<file path="config.mk">
export PLATFORM = sky130hd
export DESIGN_NAME = kbd_dual_rx_port
export DESIGN_NICKNAME = d
export VERILOG_FILES = /design/src/rtl/kbdq_pkg.sv /design/src/rtl/kbdq_ring.sv /design/src/rtl/kbdq_pick.sv /design/src/rtl/kbd_dual_rx_port.sv
export SDC_FILE = /design/constraint.sdc
export NUM_CORES = 1
export LEC_CHECK = 0
export BUFFER_PORTS_ARGS = -buffer_cell sky130_fd_sc_hd__buf_4
export CAP_MARGIN = 0
export CORE_ASPECT_RATIO = 1.25
export CORE_MARGIN = 3
export CORE_UTILIZATION = 62
export DETAILED_ROUTE_END_ITERATION = 8
export PLACE_DENSITY = 0.91
export REMOVE_ABC_BUFFERS = 1
export SLEW_MARGIN = 20
export SYNTH_ARGS = -nofsm -noshare
export SYNTH_HDL_FRONTEND = slang
export SYNTH_SLANG_ARGS = --single-unit
</file>
<file path="constraint.sdc">
create_clock -name clk -period 3.45 [get_ports clk]
set_input_delay 0.1725 -clock clk [delete_from_list [all_inputs] [get_ports clk]]
set_output_delay 0.1725 -clock clk [all_outputs]
set_load 0.01 [all_outputs]
</file>
<file path="src/rtl/kbdq_pkg.sv">
package kbdq_pkg;
  typedef enum logic [1:0] {
    SRC_KBD    = 2'd0,
    SRC_AUX    = 2'd1,
    SRC_REPLAY = 2'd2
  } kbdq_src_e;

  localparam int NUM_QUEUES = 2;
  localparam int Q_KBD      = 0;
  localparam int Q_AUX      = 1;
endpackage

</file>
<file path="src/rtl/kbdq_ring.sv">
module kbdq_ring #(
  parameter int DEPTH  = 16,
  parameter int DATA_W = 8
) (
  input  logic              clk,
  input  logic              rst,
  input  logic              push_i,
  input  logic [DATA_W-1:0] push_data_i,
  input  logic              pop_i,
  input  logic              peek_prev_i,
  output logic              empty_o,
  output logic [DATA_W-1:0] rd_data_o
);
  localparam int PTR_W = (DEPTH > 1) ? $clog2(DEPTH) : 1;
  localparam int CNT_W = $clog2(DEPTH + 1);
  localparam logic [PTR_W-1:0] LAST = PTR_W'(DEPTH - 1);

  logic [DATA_W-1:0] mem [DEPTH];
  logic [PTR_W-1:0]  wptr, rptr, rptr_prev, rd_addr;
  logic [CNT_W-1:0]  cnt;
  logic              full, pop_ok, push_ok;

  assign empty_o   = (cnt == '0);
  assign full      = (cnt == CNT_W'(DEPTH));
  assign pop_ok    = pop_i && !empty_o;
  assign push_ok   = push_i && (!full || pop_ok);
  assign rptr_prev = (rptr == '0) ? LAST : rptr - PTR_W'(1);
  assign rd_addr   = peek_prev_i ? rptr_prev : rptr;

  always_ff @(posedge clk) begin
    if (push_ok) mem[wptr] <= push_data_i;
  end

  always_ff @(posedge clk) begin
    if (pop_ok || peek_prev_i) rd_data_o <= mem[rd_addr];
  end

  always_ff @(posedge clk) begin
    if (rst) begin
      wptr <= '0;
      rptr <= '0;
      cnt  <= '0;
    end else begin
      if (push_ok) wptr <= (wptr == LAST) ? '0 : wptr + PTR_W'(1);
      if (pop_ok)  rptr <= (rptr == LAST) ? '0 : rptr + PTR_W'(1);
      case ({push_ok, pop_ok})
        2'b10:   cnt <= cnt + CNT_W'(1);
        2'b01:   cnt <= cnt - CNT_W'(1);
        default: cnt <= cnt;
      endcase
    end
  end


  no_overflow_chk: assert property (@(posedge clk) disable iff (rst)
    cnt <= CNT_W'(DEPTH));


  full_drop_chk: assert property (@(posedge clk) disable iff (rst)
    (full && push_i && !pop_i) |=> ($stable(wptr) && cnt == CNT_W'(DEPTH)));


  push_pop_cnt_chk: assert property (@(posedge clk) disable iff (rst)
    (push_i && pop_i && !empty_o) |=> $stable(cnt));


  peek_hold_chk: assert property (@(posedge clk) disable iff (rst)
    (peek_prev_i && !pop_i && !push_i) |=> ($stable(rptr) && $stable(cnt)));
endmodule

</file>
<file path="src/rtl/kbdq_pick.sv">
module kbdq_pick
  import kbdq_pkg::*;
(
  input  logic      rd_req_i,
  input  logic      kb_empty_i,
  input  logic      aux_empty_i,
  output logic      kb_pop_o,
  output logic      aux_pop_o,
  output logic      kb_prev_o,
  output kbdq_src_e src_o
);
  always_comb begin
    kb_pop_o  = 1'b0;
    aux_pop_o = 1'b0;
    kb_prev_o = 1'b0;
    src_o     = SRC_KBD;
    if (!kb_empty_i) begin
      kb_pop_o = rd_req_i;
    end else if (!aux_empty_i) begin
      aux_pop_o = rd_req_i;
      src_o     = SRC_AUX;
    end else begin
      kb_prev_o = rd_req_i;
      src_o     = SRC_REPLAY;
    end
  end


  always_comb begin
    pick_onehot_chk: assert ($onehot0({kb_pop_o, aux_pop_o, kb_prev_o}));
  end
endmodule

</file>
<file path="src/rtl/kbd_dual_rx_port.sv">
module kbd_dual_rx_port
  import kbdq_pkg::*;
#(
  parameter int DEPTH  = 16,
  parameter int DATA_W = 8
) (
  input  logic              clk,
  input  logic              rst,
  input  logic              kb_push_i,
  input  logic [DATA_W-1:0] kb_data_i,
  input  logic              aux_push_i,
  input  logic [DATA_W-1:0] aux_data_i,
  input  logic              rd_req_i,
  output logic              rd_valid_o,
  output logic [DATA_W-1:0] rd_data_o,
  output logic [1:0]        rd_src_o
);
  logic [NUM_QUEUES-1:0] q_push, q_pop, q_prev, q_empty;
  logic [DATA_W-1:0]     q_wdata [NUM_QUEUES];
  logic [DATA_W-1:0]     q_rdata [NUM_QUEUES];
  kbdq_src_e             src_d, src_q;

  assign q_push[Q_KBD]  = kb_push_i;
  assign q_push[Q_AUX]  = aux_push_i;
  assign q_wdata[Q_KBD] = kb_data_i;
  assign q_wdata[Q_AUX] = aux_data_i;
  assign q_prev[Q_AUX]  = 1'b0;

  kbdq_pick u_pick (
    .rd_req_i    (rd_req_i),
    .kb_empty_i  (q_empty[Q_KBD]),
    .aux_empty_i (q_empty[Q_AUX]),
    .kb_pop_o    (q_pop[Q_KBD]),
    .aux_pop_o   (q_pop[Q_AUX]),
    .kb_prev_o   (q_prev[Q_KBD]),
    .src_o       (src_d)
  );

  for (genvar q = 0; q < NUM_QUEUES; q++) begin : g_queue
    kbdq_ring #(.DEPTH(DEPTH), .DATA_W(DATA_W)) u_ring (
      .clk         (clk),
      .rst         (rst),
      .push_i      (q_push[q]),
      .push_data_i (q_wdata[q]),
      .pop_i       (q_pop[q]),
      .peek_prev_i (q_prev[q]),
      .empty_o     (q_empty[q]),
      .rd_data_o   (q_rdata[q])
    );
  end

  always_ff @(posedge clk) begin
    if (rst) begin
      rd_valid_o <= 1'b0;
      src_q      <= SRC_KBD;
    end else begin
      rd_valid_o <= rd_req_i;
      if (rd_req_i) src_q <= src_d;
    end
  end

  assign rd_src_o  = src_q;
  assign rd_data_o = (src_q == SRC_AUX) ? q_rdata[Q_AUX] : q_rdata[Q_KBD];


  valid_follows_req_chk: assert property (@(posedge clk) disable iff (rst)
    rd_req_i |=> rd_valid_o);


  idle_no_valid_chk: assert property (@(posedge clk) disable iff (rst)
    !rd_req_i |=> !rd_valid_o);


  kb_priority_chk: assert property (@(posedge clk) disable iff (rst)
    (rd_req_i && !q_empty[Q_KBD]) |=> (rd_src_o == 2'd0));


  replay_when_dry_chk: assert property (@(posedge clk) disable iff (rst)
    (rd_req_i && q_empty[Q_KBD] && q_empty[Q_AUX]) |=> (rd_src_o == 2'd2));


  replay_repeat_chk: assert property (@(posedge clk) disable iff (rst)
    (rd_valid_o && rd_src_o == 2'd2 && rd_req_i && q_empty[Q_KBD] && q_empty[Q_AUX])
      |=> $stable(rd_data_o));
endmodule

</file>
* Word-level counts from Yosys, hierarchy flattened
Memory sizes are Yosys's and may differ from the RTL's. A register that Yosys moved wholly into a read port is not among the register bits. Index checks and enable logic that the tools add are counted.
Word-level totals: flip-flop bits (word level) 29, memory bits (writable) 256, input bits 21, output and inout bits 11, logic and storage cells 66, memories 2
Cells by class: add/subtract/negate cells 9, eq/ne operators 11, multiplexer cells 20, reduce and logical (&&, ||, !) cells 16
Memory list:
- g_queue[0].u_ring.mem | words 16, width 8, read ports 1, clocked after memory_dff 1, wr ports 1, line kbdq_ring.sv:18 | logic [DATA_W-1:0] mem [DEPTH];
- g_queue[1].u_ring.mem | words 16, width 8, read ports 1, clocked after memory_dff 1, wr ports 1, line kbdq_ring.sv:18
Operators by type and width (number):
- 4-bit two-way mux | 6
- 5-bit case mux with 2 select lines | 2
- 4-bit by 1-bit adder with 4-bit output (second input constant) | 4
- 4-bit == test (second input constant) | 4
- 5-bit by 1-bit adder with 5-bit output (second input constant) | 2
- 5-bit == test (second input constant) | 2
- 5-bit logical NOT | 2
- 5-bit by 1-bit subtractor with 5-bit output (second input constant) | 2
- 1-bit two-way mux | 9
- 8-bit two-way mux | 1
- 2-bit by 1-bit == test with 1-bit output (second input constant) | 3
- 2-bit == test (second input constant) | 2
- 1-bit logical AND | 4
- 1-bit logical NOT | 4
- 4-bit logical NOT | 1
- 2-bit two-way mux | 2
- 2-bit nonzero test | 2
- 4-bit by 1-bit subtractor with 4-bit output (second input constant) | 1
- 1-bit logical OR | 3

* Longest topological paths before layout
Gate-level depths: netlist of the first run.
word-level depth 8, gate-level depth with buffers 15

* Hierarchy
Synthesis of the first run repeated with hierarchy kept, for this count alone.
Second synthesis, totals: cell total of the unflattened synthesis 1082, area, all modules 13959.6 µm²
By module, submodules not included:
- kbdq_ring (g_queue[0].u_ring) | times used 1, cells an instance 528, area each 6885.4 µm², sequential area each 4344.2 µm²
- kbdq_ring (g_queue[1].u_ring) | times used 1, cells an instance 530, area each 6796.5 µm², sequential area each 4344.2 µm²
- kbd_dual_rx_port | times used 1, cells an instance 19, area each 242.7 µm², sequential area each 60.1 µm²
- kbdq_pick | times used 1, cells an instance 5, area each 35.0 µm², sequential area each 0.0 µm²

* Worst setup path after synthesis of the first run
No wires, ideal clock.
path type register to register, start register g_queue[0].u_ring.cnt[0], end register g_queue[0].u_ring.cnt[4], library setup time 0.128 ns, data arrival time 2.803 ns, setup slack 0.520 ns, cell stages (with the launch flop) 14, cell sequence dfxtp_1 > or4_1 > buf_2 > o31a_1 > inv_1 > ha_1 > inv_1 > fa_1 > nor2b_1 > o21ai_0 > and3_1 > nor3_1 > xnor2_1 > nor2_1
On the way: longest elaborated chain between the ends 7, elaborated cells on any way between the ends 14, those cells by class add/sub: 2; eq/ne: 3; mux: 2; reduce/logical: 7
RTL lines:
- from (decl) | line kbdq_ring.sv:20 | logic [CNT_W-1:0] cnt;
- from (signal assigned) | line kbdq_ring.sv:47 | 2'b10: cnt <= cnt + CNT_W'(1);
- from (signal assigned) | line kbdq_ring.sv:48 | 2'b01: cnt <= cnt - CNT_W'(1);
- from (signal assigned) | line kbdq_ring.sv:49 | default: cnt <= cnt;
- 5-bit logical NOT | line kbdq_ring.sv:23 | assign empty_o = (cnt == '0);
- 1-bit two-way mux / 1-bit logical NOT (equally long branches) | line kbdq_pick.sv:17, kbdq_ring.sv:25
- 1-bit logical AND | line kbdq_ring.sv:25 | assign pop_ok = pop_i && !empty_o;
- 1-bit logical OR | line kbdq_ring.sv:26 | assign push_ok = push_i && (!full || pop_ok);
- 1-bit logical AND | line kbdq_ring.sv:26
- 2-bit by 1-bit == test with 1-bit output / 2-bit == test (equally long branches) | line kbdq_ring.sv:46 | case ({push_ok, pop_ok})
- 5-bit case mux with 2 select lines / 2-bit nonzero test (equally long branches)
Parallel ways exist; a longest one is shown, timed or not. A chain may end at the register's enable or synchronous reset.

* Final worst setup path of the first run
start register g_queue[0].u_ring.cnt[4], end register g_queue[1].u_ring.cnt[4]
On the way: longest elaborated chain between the ends 7, elaborated cells on any way between the ends 9, those cells by class eq/ne: 2; mux: 2; reduce/logical: 5
RTL lines:
- 5-bit logical NOT * | line kbdq_ring.sv:23
- 1-bit two-way mux * | line kbdq_pick.sv:17 | if (!kb_empty_i) begin
- 1-bit logical AND * | line kbdq_ring.sv:25
- net g_queue[1].u_ring.pop_ok | line kbdq_ring.sv:21 | logic full, pop_ok, push_ok;
- 1-bit logical OR | line kbdq_ring.sv:26
- 1-bit logical AND | line kbdq_ring.sv:26
- 2-bit by 1-bit == test with 1-bit output / 2-bit == test (equally long branches) | line kbdq_ring.sv:46
- 5-bit case mux with 2 select lines / 2-bit nonzero test (equally long branches)
- to (signal assigned) | line kbdq_ring.sv:47
- to (signal assigned) | line kbdq_ring.sv:48
- to (signal assigned) | line kbdq_ring.sv:49
- to (decl) | line kbdq_ring.sv:20
The timed path passes the listed nets; every way through them passes the cells marked *.

==> qor.csv, run 1 <==
metric,value,unit
Max Freq,306,MHz
number of global-route vias before repair,8252,
final cell count without fillers,1199,
RD Place Congestion,0.845,
Final setup viols,0,
Worst-Margin Slew,1.03,ns
"commonest cells after routing, fill and taps aside","edfxtp_1 (272), nand2_1 (67), nor2_1 (57), buf_4 (55), a21oi_1 (53)",
Root Driver,clkbuf_16,
reg2reg start,g_queue[0].u_ring.cnt[4],
Post-DP Area,13200,um^2
biggest area consumer among synthesized cells,edfxtp_1,
placed cells,1130,
clock buffer depth,3,
Startpoint Class,register,
DP Worst Slack,0.185,ns
Rows,57,
final WL,31900,um
Bufs and invs on worst path,2,
share of cells above drive strength 1,17.3,%
GR Overflow Total,0,
IO Count,32,
fin. max-slew vios,0,
R2R setup slack,0.19,ns
die width,134,um
pwr/cell area,829,nW/um^2
Total GRT Usage,28.9,%
Slew headroom,31.1,%
status,completed,
post-detailed-placement half-perimeter wirelength,19000,um
Finished Cell Area,14400,um^2
"commonest non-fill, non-tap cell in the layout",edfxtp_1,
Post-synth ARST share,0,%
crit path capture type,register,
number of port buffers,31,
largest net degree at the start of global routing,37,
period utilisation layout,94.6,%
Worst Hold Path EP,g_queue[1].u_ring.cnt[3],
clock sinks,301,
Pre-antenna DRT Iters,5,
Nets,954,
Synth area leaders,"edfxtp_1 (64%), mux4_2 (7.1%), dfxtp_1 (4.6%)",
"flops & latches, synth",301,
top-area cell type share of the netlist area,64.5,%
Starting DRT DRC Count,1028,
number of setup buffers added after CTS,0,
CTS tree,done,
max_cap viols,0,
initial core utilization,64.1,%
final hold vios,0,
die area,22200,um^2
mean post-synth cell area,14.7,um^2
Worst path top cell family by delay,simple AND/OR/NAND/NOR gates,
top_reg_cell synth,edfxtp_1,
Die Span Y,166,um
crit-path cells,"nor2b_1, nand3_1, inv_1, ha_1, inv_1, fa_1, nor2b_1, o21ai_0, and3_1, nor3_1, xnor2_1, nor2_1",
DRC violation count after routing,0,
sequential share of the synthesized area,69.1,%
global-route wire length before repair,49000,um
RSZ-0062 raised after global routing,false,
Syn Inst Count,860,
Reg2Reg Capture Point,g_queue[1].u_ring.cnt[4],
synth unique cells,55,
initial antenna violation count,1,
Final min period,3.26,ns
ANT nets after route,0,
DR vias,8070,
Yosys Warn Count,0,
worst setup path category,reg2reg,
Worst VDD drop,0.632,mV
number of synthesized flops with an enable pin,272,
drt wl/cell,26.6,um
Worst EP arrival,3.69,ns
slowest cell on the critical path,nor2b_1,
critical path peak fanout,9,
CP peak stage delay,0.57,ns
WHS Path Cells,2,
clock slew at reported path FFs,0.06,ns
vias per std cell,6.73,
Final WS setup,0.185,ns
number of buffers created by CTS,28,
synthesized area,12700,um^2
total negative slack,0,ns
WP depth,12,
Hold WC Path Type,in2reg,
Worst EP required,3.87,ns
skew final,0.0218,ns
core area,19800,um^2
worst-skew pair later-pin latency,0.56,ns
Worst R2R Path Depth,12,
synthesis-to-layout area growth,13.3,%
HP Start,rst,
H-tree levels,1,
Leakage,4.78,nW
==> power breakdown <==
| part | total (mW) | internal (mW) | switching [mW] |
|---|---|---|---|
| sequential | 4.46 | 4.27 | 0.191 |
| clock | 3.09 | 1.76 | 1.34 |
| combinational | 4.35 | 1.71 | 2.64 |
==> cell type report <==
type	instances	area [um^2]
repair buffers	73	603
clock inverters	6	82.6
fillers	1108	5400
inverters	38	143
clock buffers	45	845
multi-input cells	470	3590
diodes	1	2.50
well taps	265	332
flip-flops and latches	301	8750
==> synthesized netlist by cell type (3+ instances only) <==
| library cell | number |
|---|---|
| o21ai_0 | 43 |
| or4_1 | 5 |
| nand3_1 | 28 |
| a311oi_1 | 3 |
| a22o_1 | 7 |
| o211ai_1 | 15 |
| buf_2 | 13 |
| a21oi_1 | 53 |
| a32o_1 | 7 |
| clkbuf_1 | 36 |
| ha_1 | 19 |
| a21o_1 | 3 |
| mux2_2 | 10 |
| edfxtp_1 | 272 |
| nor4_1 | 3 |
| mux4_2 | 40 |
| xor2_1 | 8 |
| nand4_1 | 5 |
| nor3_1 | 17 |
| o221ai_1 | 8 |
| nor2b_1 | 8 |
| inv_1 | 38 |
| nand2_1 | 67 |
| a41oi_1 | 4 |
| dfxtp_1 | 29 |
| nor2_1 | 58 |
| nand2b_1 | 9 |
| a31oi_1 | 5 |
| a32oi_1 | 14 |
==> per-stage QoR <==
step                hold slack [ns]  util, %  total power [mW]
CTS                         0.00333     72.6              11.8
global route                0.00896     72.6              12.3
floorplan                     0.242        -              7.17
global placement              0.462     67.0              8.44
finish                       0.0118     72.6              11.9
detailed placement            0.478     67.1              8.65
==> worst max-delay path by stage <==
| stage | endpoint | startpoint |
|---|---|---|
| after global placement | g_queue[0].u_ring.cnt[4] | g_queue[0].u_ring.cnt[0] |
| final | g_queue[1].u_ring.cnt[4] | g_queue[0].u_ring.cnt[4] |
| after detailed placement | g_queue[0].u_ring.cnt[4] | g_queue[0].u_ring.cnt[0] |
| after CTS | g_queue[0].u_ring.cnt[4] | g_queue[0].u_ring.cnt[0] |
| after floorplan | g_queue[0].u_ring.rd_data_o[0] | g_queue[1].u_ring.cnt[0] |
| after global routing | g_queue[1].u_ring.cnt[4] | g_queue[0].u_ring.cnt[4] |
==> metal layers <==
layer / vias to the layer above / share of wire (%) / GRT usage (%)
li1: 3437 / - / -
met5: - / 0 / 0
met1: 3960 / 33 / 35.2
met2: 546 / 54 / 52.1
met4: 0 / 5.0 / 11.8
met3: 127 / 7.5 / 3.45
==> cells by family after synthesis <==
kind of cell	share of synthesized area [%]
flip-flops	69.1
AND/OR/NAND/NOR	7.87
AO/OA/AOI/OAI	9.32
buffers and inverters	2.77
multiplexers	8.08
adder cells (fa/ha/maj)	2.19
XOR/XNOR	0.692
==> sequential cells by signal, indices dropped and copies added (netlist names) <==
register                  flops
g_queue.u_ring.rptr           8
rd_src_o                      2
g_queue.u_ring.mem          256
g_queue.u_ring.rd_data_o     16
rd_valid_o                    1
g_queue.u_ring.wptr           8
g_queue.u_ring.cnt           10
==> timing repair <==
item,in CTS,in global routing
endpoints found under the hold margin,259,0
hold buffers,17,0
setup endpoints to repair,0,1
gates resized for setup,0,2
(Power assumes the default switching activity.)
==> run 2, diff against run 1 <==
- PLACE_DENSITY: 0.91 -> 0.78
==> qor.csv, run 2 (same netlist as run 1, synthesis figures left out) <==
metric,value,unit,change
clock slew at reported path FFs,0.07,ns,about the same
Worst-Margin Slew,1.09,ns,+0.0644 ns
CTS tree,done,,
core area,19800,um^2,unchanged
GR Overflow Total,0,,unchanged
Worst EP arrival,3.47,ns,-0.22 ns
number of port buffers,31,,unchanged
sequential power share,37.7,%,+0.2 points
largest net degree at the start of global routing,37,,unchanged
clock share of power,26.6,%,+0.6 points
number of buffers created by CTS,29,,+3.6%
DR vias,7785,,-3.5%
skew final,0.0126,ns,-0.00913 ns
number of setup buffers added after CTS,0,,unchanged
total power,11.8,mW,-0.86%
clock buffer depth,3,,unchanged
pwr/cell area,821,nW/um^2,-1.0%
share of cells above drive strength 1,17.0,%,-0.31 points
Slew headroom,26.1,%,-5.0 points
crit path capture type,register,,
status,completed,,
IO Count,32,,unchanged
max reg flops,256,,unchanged
Pre-antenna DRT Iters,6,,+1
H-tree levels,1,,unchanged
global-route wire length before repair,44800,um,-8.6%
ANT nets after route,0,,unchanged
Total GRT Usage,26.0,%,-2.9 points
Biggest register,g_queue.u_ring.mem,,
vias per std cell,6.47,,-3.9%
Starting DRT DRC Count,763,,-26%
Comb power frac,35.7,%,-0.8 points
Max Freq,310,MHz,+1.2%
worst-skew pair later-pin latency,0.56,ns,about the same
clock sinks,301,,unchanged
Final setup viols,0,,unchanged
RD Place Congestion,0.935,,+11%
Hold WC Path Type,in2reg,,
DRC violation count after routing,0,,unchanged
Worst VDD drop,0.748,mV,+18%
drt wl/cell,23.7,um,-11%
worst setup path category,reg2reg,,
switching share of total power,34.3,%,-0.68 points
Startpoint Class,register,,
Leakage,4.79,nW,+0.28%
Nets,957,,+0.31%
die area,22200,um^2,unchanged
Final min period,3.23,ns,-0.0372 ns
R2R setup slack,0.22,ns,+0.04 ns
"commonest non-fill, non-tap cell in the layout",edfxtp_1,,
placed cells,1130,,unchanged
synthesis-to-layout area growth,13.5,%,
# fillers,1201,,+8.4%
fin. max-slew vios,0,,unchanged
number of global-route vias before repair,7987,,-3.2%
post-detailed-placement half-perimeter wirelength,18400,um,-3.3%
Worst EP required,3.70,ns,-0.17 ns
Die Span Y,166,um,unchanged
ant diodes,0,,-1
Rows,57,,unchanged
RSZ-0062 raised after global routing,false,,
top flop regs,"g_queue.u_ring.mem: 256 flops, g_queue.u_ring.rd_data_o: 16 flops, g_queue.u_ring.cnt: 10 flops",,
sw power,4.05,mW,-2.8%
period utilisation layout,93.6,%,-1.1 points
initial antenna violation count,0,,-1
final WL,28500,um,-11%
internal power,7.75,mW,+0.18%
final hold vios,0,,unchanged
max_cap viols,0,,unchanged
critical path peak fanout,11,,+2
initial core utilization,64.1,%,unchanged
"commonest cells after routing, fill and taps aside","edfxtp_1 (272), nand2_1 (67), nor2_1 (58), buf_4 (56), a21oi_1 (53)",,
final cell count without fillers,1203,,+0.33%
die width,134,um,unchanged
Root Driver,clkbuf_16,,
-- run 2: cell count changes in the layout (fill, tap and decap cells not counted), sizes merged --
cell	delta
clkinvlp	+1
clkinv	+7
dlygate4sd3	+2
bufinv	+2
clkbuf	-10
inv	+3
diode	-1
-- run 2: repair_timing --
action                     4_1_cts  5_1_grt
hold buffers                    19        0
hold endpoints to repair       273        0
setup endpoints to repair        0        1
resized for setup                0        1
-- run 2: worst max-delay path, stage by stage, from the launching register on --
cell	delay, ns
dfxtp_1	0.35
nor4_1	0.48
buf_4	0.25
nand4_1	0.40
o21ai_0	0.36
a21oi_1	0.10
nor2_1	0.67
o221ai_1	0.30
-- run 2: final cells by class --
class / count / area, um^2 / area share (%)
flip-flops and latches: 301 / 8750 / 60.9
repair buffers: 75 / 611 / 4.25
inverters: 38 / 143 / 0.992
multi-input cells: 470 / 3600 / 25.0
clock buffers: 35 / 748 / 5.20
well taps: 265 / 332 / 2.31
clock inverters: 19 / 195 / 1.36
-- run 2: power groups by stage --
stage,logic [mW],clock network (mW),registers [mW]
after global placement,3.90,0,4.50
final,4.21,3.14,4.44
after floorplan,2.62,0,4.54
after global routing,4.54,3.33,4.46
after CTS,4.15,3.14,4.44
after detailed placement,4.09,0,4.51
-- run 2: path summary, 6_finish.rpt --
| path | cells after the start | endpoint | from |
|---|---|---|---|
| hold / removal | 6 | g_queue[1].u_ring.wptr[1] | aux_push_i |
| setup reg to reg | 7 | g_queue[0].u_ring.rd_data_o[6] | g_queue[1].u_ring.cnt[0] |
| hold reg to reg | 2 | rd_src_o[1] | rd_src_o[1] |
| setup / recovery | 7 | g_queue[0].u_ring.rd_data_o[6] | g_queue[1].u_ring.cnt[0] |
-- run 2: metrics by stage --
| step | setup TNS, ns | hold WS [ns] | area, um^2 | util (%) | worst slack, ns |
|---|---|---|---|---|---|
| floorplan | -1.06 | 0.242 | 12500 | - | -0.147 |
| global placement | 0 | 0.448 | 13200 | 66.9 | 0.303 |
| global route | 0 | 0.184 | 14400 | 72.8 | 0.0202 |
| finish | 0 | 0.135 | 14400 | 72.8 | 0.222 |
| detailed placement | 0 | 0.474 | 13200 | 66.9 | 0.150 |
| CTS | 0 | 0.123 | 14400 | 72.7 | 0.139 |
-- run 2: routing by layer --
| metal | share of wire (%) | GRT usage (%) | wire (um) |
|---|---|---|---|
| met2 | 54 | 46.8 | 15500 |
| met4 | 3.6 | 9.35 | 1030 |
| met1 | 36 | 32.3 | 10300 |
| met5 | 0 | 0 | 0 |
| met3 | 5.9 | 3.36 | 1670 |
==> run 3, diff against run 2 <==
- RECOVER_POWER: not set -> 25
==> qor.csv, run 3 (same netlist as run 1, synthesis figures left out) <==
metric,value,unit,change
status,completed,,
initial antenna violation count,0,,unchanged
DR vias,7783,,-0.026%
largest net degree at the start of global routing,37,,unchanged
post-detailed-placement half-perimeter wirelength,18400,um,unchanged
GR Overflow Total,0,,unchanged
Bufs and invs on worst path,1,,unchanged
Die Span Y,166,um,unchanged
Worst path top cell family by delay,simple AND/OR/NAND/NOR gates,,
reg2reg start,g_queue[1].u_ring.cnt[0],,
slowest cell on the critical path,nor2_1,,
Final min period,3.22,ns,-0.00861 ns
Worst EP arrival,3.47,ns,about the same
Hold WC Path Type,in2reg,,
WHS Path Cells,6,,unchanged
ANT nets after route,0,,unchanged
HP Start,aux_push_i,,
number of setup buffers added after CTS,0,,unchanged
core area,19800,um^2,unchanged
share of cells above drive strength 1,15.7,%,-1.3 points
crit-path cells,"nor4_1, buf_4, nand4_1, o21ai_0, a21oi_1, nor2_1, o221ai_1",,
sw power,4.05,mW,+0.10%
CP peak stage delay,0.67,ns,about the same
total negative slack,0,ns,unchanged
pwr/cell area,823,nW/um^2,+0.31%
DRC violation count after routing,0,,unchanged
Pre-antenna DRT Iters,5,,-1
RD Place Congestion,0.935,,unchanged
Reg2Reg Capture Point,g_queue[0].u_ring.rd_data_o[6],,
switching share of total power,34.4,%,+0.039 points
Leakage,4.75,nW,-0.91%
Rows,57,,unchanged
CTS tree,done,,
vias per std cell,6.47,,about the same
top flop regs,"g_queue.u_ring.mem: 256 flops, g_queue.u_ring.rd_data_o: 16 flops, g_queue.u_ring.cnt: 10 flops",,
die area,22200,um^2,unchanged
final hold vios,0,,unchanged
clock sinks,301,,unchanged
Comb power frac,35.7,%,about the same
critical path peak fanout,11,,unchanged
sequential power share,37.7,%,about the same
period utilisation layout,93.3,%,-0.25 points
synthesis-to-layout area growth,13.1,%,
Biggest register,g_queue.u_ring.mem,,
Final setup viols,0,,unchanged
fin. max-slew vios,0,,unchanged
initial core utilization,64.1,%,unchanged
max reg flops,256,,unchanged
RSZ-0062 raised after global routing,false,,
Worst Hold Path EP,g_queue[1].u_ring.wptr[1],,
die width,134,um,unchanged
total power,11.8,mW,about the same
crit path capture type,register,,
drt wl/cell,23.7,um,about the same
Slew headroom,25.7,%,-0.44 points
crit path from,g_queue[1].u_ring.cnt[0],,
"commonest non-fill, non-tap cell in the layout",edfxtp_1,,
number of global-route vias before repair,7987,,unchanged
Worst VDD drop,0.747,mV,-0.21%
number of port buffers,31,,unchanged
Nets,957,,unchanged
final WL,28500,um,about the same
worst hold slack,0.136,ns,+0.00131 ns
clock buffer depth,3,,unchanged
internal power,7.74,mW,about the same
"commonest cells after routing, fill and taps aside","edfxtp_1 (272), nand2_1 (67), nor2_1 (58), a21oi_1 (53), buf_4 (44)",,
R2R setup slack,0.23,ns,about the same
clock slew at reported path FFs,0.07,ns,about the same
global-route wire length before repair,44800,um,unchanged
H-tree levels,1,,unchanged
Max Freq,311,MHz,+0.27%
area of the multi-input gates,3600,um^2,unchanged
# fillers,1215,,+1.2%
Root Driver,clkbuf_16,,
Starting DRT DRC Count,772,,+1.2%
number of buffers created by CTS,29,,unchanged
worst-skew pair later-pin latency,0.56,ns,about the same
register area,8750,um^2,unchanged
max_cap viols,0,,unchanged
clock share of power,26.6,%,about the same
ant diodes,0,,unchanged
Total GRT Usage,26.0,%,unchanged
skew final,0.0120,ns,-0.000689 ns
Startpoint Class,register,,
IO Count,32,,unchanged
Worst EP required,3.70,ns,about the same
Worst R2R Path Depth,7,,unchanged
worst setup path category,reg2reg,,
Worst-Margin Slew,1.10,ns,+0.00658 ns
run 3: cell type report:
cell class / instances / share of cell area (%)
inverter: 38 / 0.995
clock buffer: 35 / 5.22
timing repair buffer: 75 / 3.95
sequential: 301 / 61.1
tap: 265 / 2.31
multi-input combinational: 470 / 25.1
clock inverter: 19 / 1.36
run 3: routing by layer:
metal  vias up  track usage [%]  part of all wire [%]
met3        85             3.36                   5.7
met2       349             46.8                    54
met4         0             9.35                   3.7
met1      3914             32.3                    36
met5         -                0                     0
li1       3435                -                     -
run 3: worst reg2reg max path, stage by stage, from the launching register on:
cell and delay (ns):
dfxtp_1 0.35, nor4_1 0.48, buf_4 0.25, nand4_1 0.40, o21ai_0 0.36, a21oi_1 0.10, nor2_1 0.67, o221ai_1 0.30
run 3: power by group through the flow:
stage / clock network, mW / registers (mW) / logic [mW]
floorplan: 0 / 4.54 / 2.62
global placement: 0 / 4.50 / 3.90
detailed placement: 0 / 4.51 / 4.09
CTS: 3.14 / 4.44 / 4.15
global route: 3.33 / 4.46 / 4.53
finish: 3.14 / 4.45 / 4.21
run 3: per-stage QoR:
stage / instances / worst slack [ns] / util, % / area, um^2
after floorplan: 809 / -0.147 / - / 12500
after global placement: 1130 / 0.303 / 66.9 / 13200
after detailed placement: 1130 / 0.150 / 66.9 / 13200
after CTS: 1203 / 0.139 / 72.7 / 14400
after global routing: 1203 / 0.0202 / 72.5 / 14300
final: 1203 / 0.231 / 72.5 / 14300
run 3: how the worst max path moves through the flow:
| stage | endpoint | slack (ns) | depth (start not counted) |
|---|---|---|---|
| finish | g_queue[0].u_ring.rd_data_o[6] | 0.23 | 7 |
| global route | g_queue[0].u_ring.cnt[4] | 0.02 | 12 |
| CTS | g_queue[0].u_ring.cnt[4] | 0.14 | 12 |
| detailed placement | g_queue[0].u_ring.cnt[4] | 0.15 | 12 |
| global placement | g_queue[0].u_ring.cnt[4] | 0.30 | 12 |
| floorplan | g_queue[0].u_ring.rd_data_o[0] | -0.15 | 6 |
run 3: timing repair:
| item | 4_1_cts | 5_1_grt |
|---|---|---|
| gates resized for setup | 0 | 1 |
| endpoints found under the setup margin | 0 | 1 |
| hold buffers | 19 | 0 |
| hold endpoints to repair | 273 | 0 |
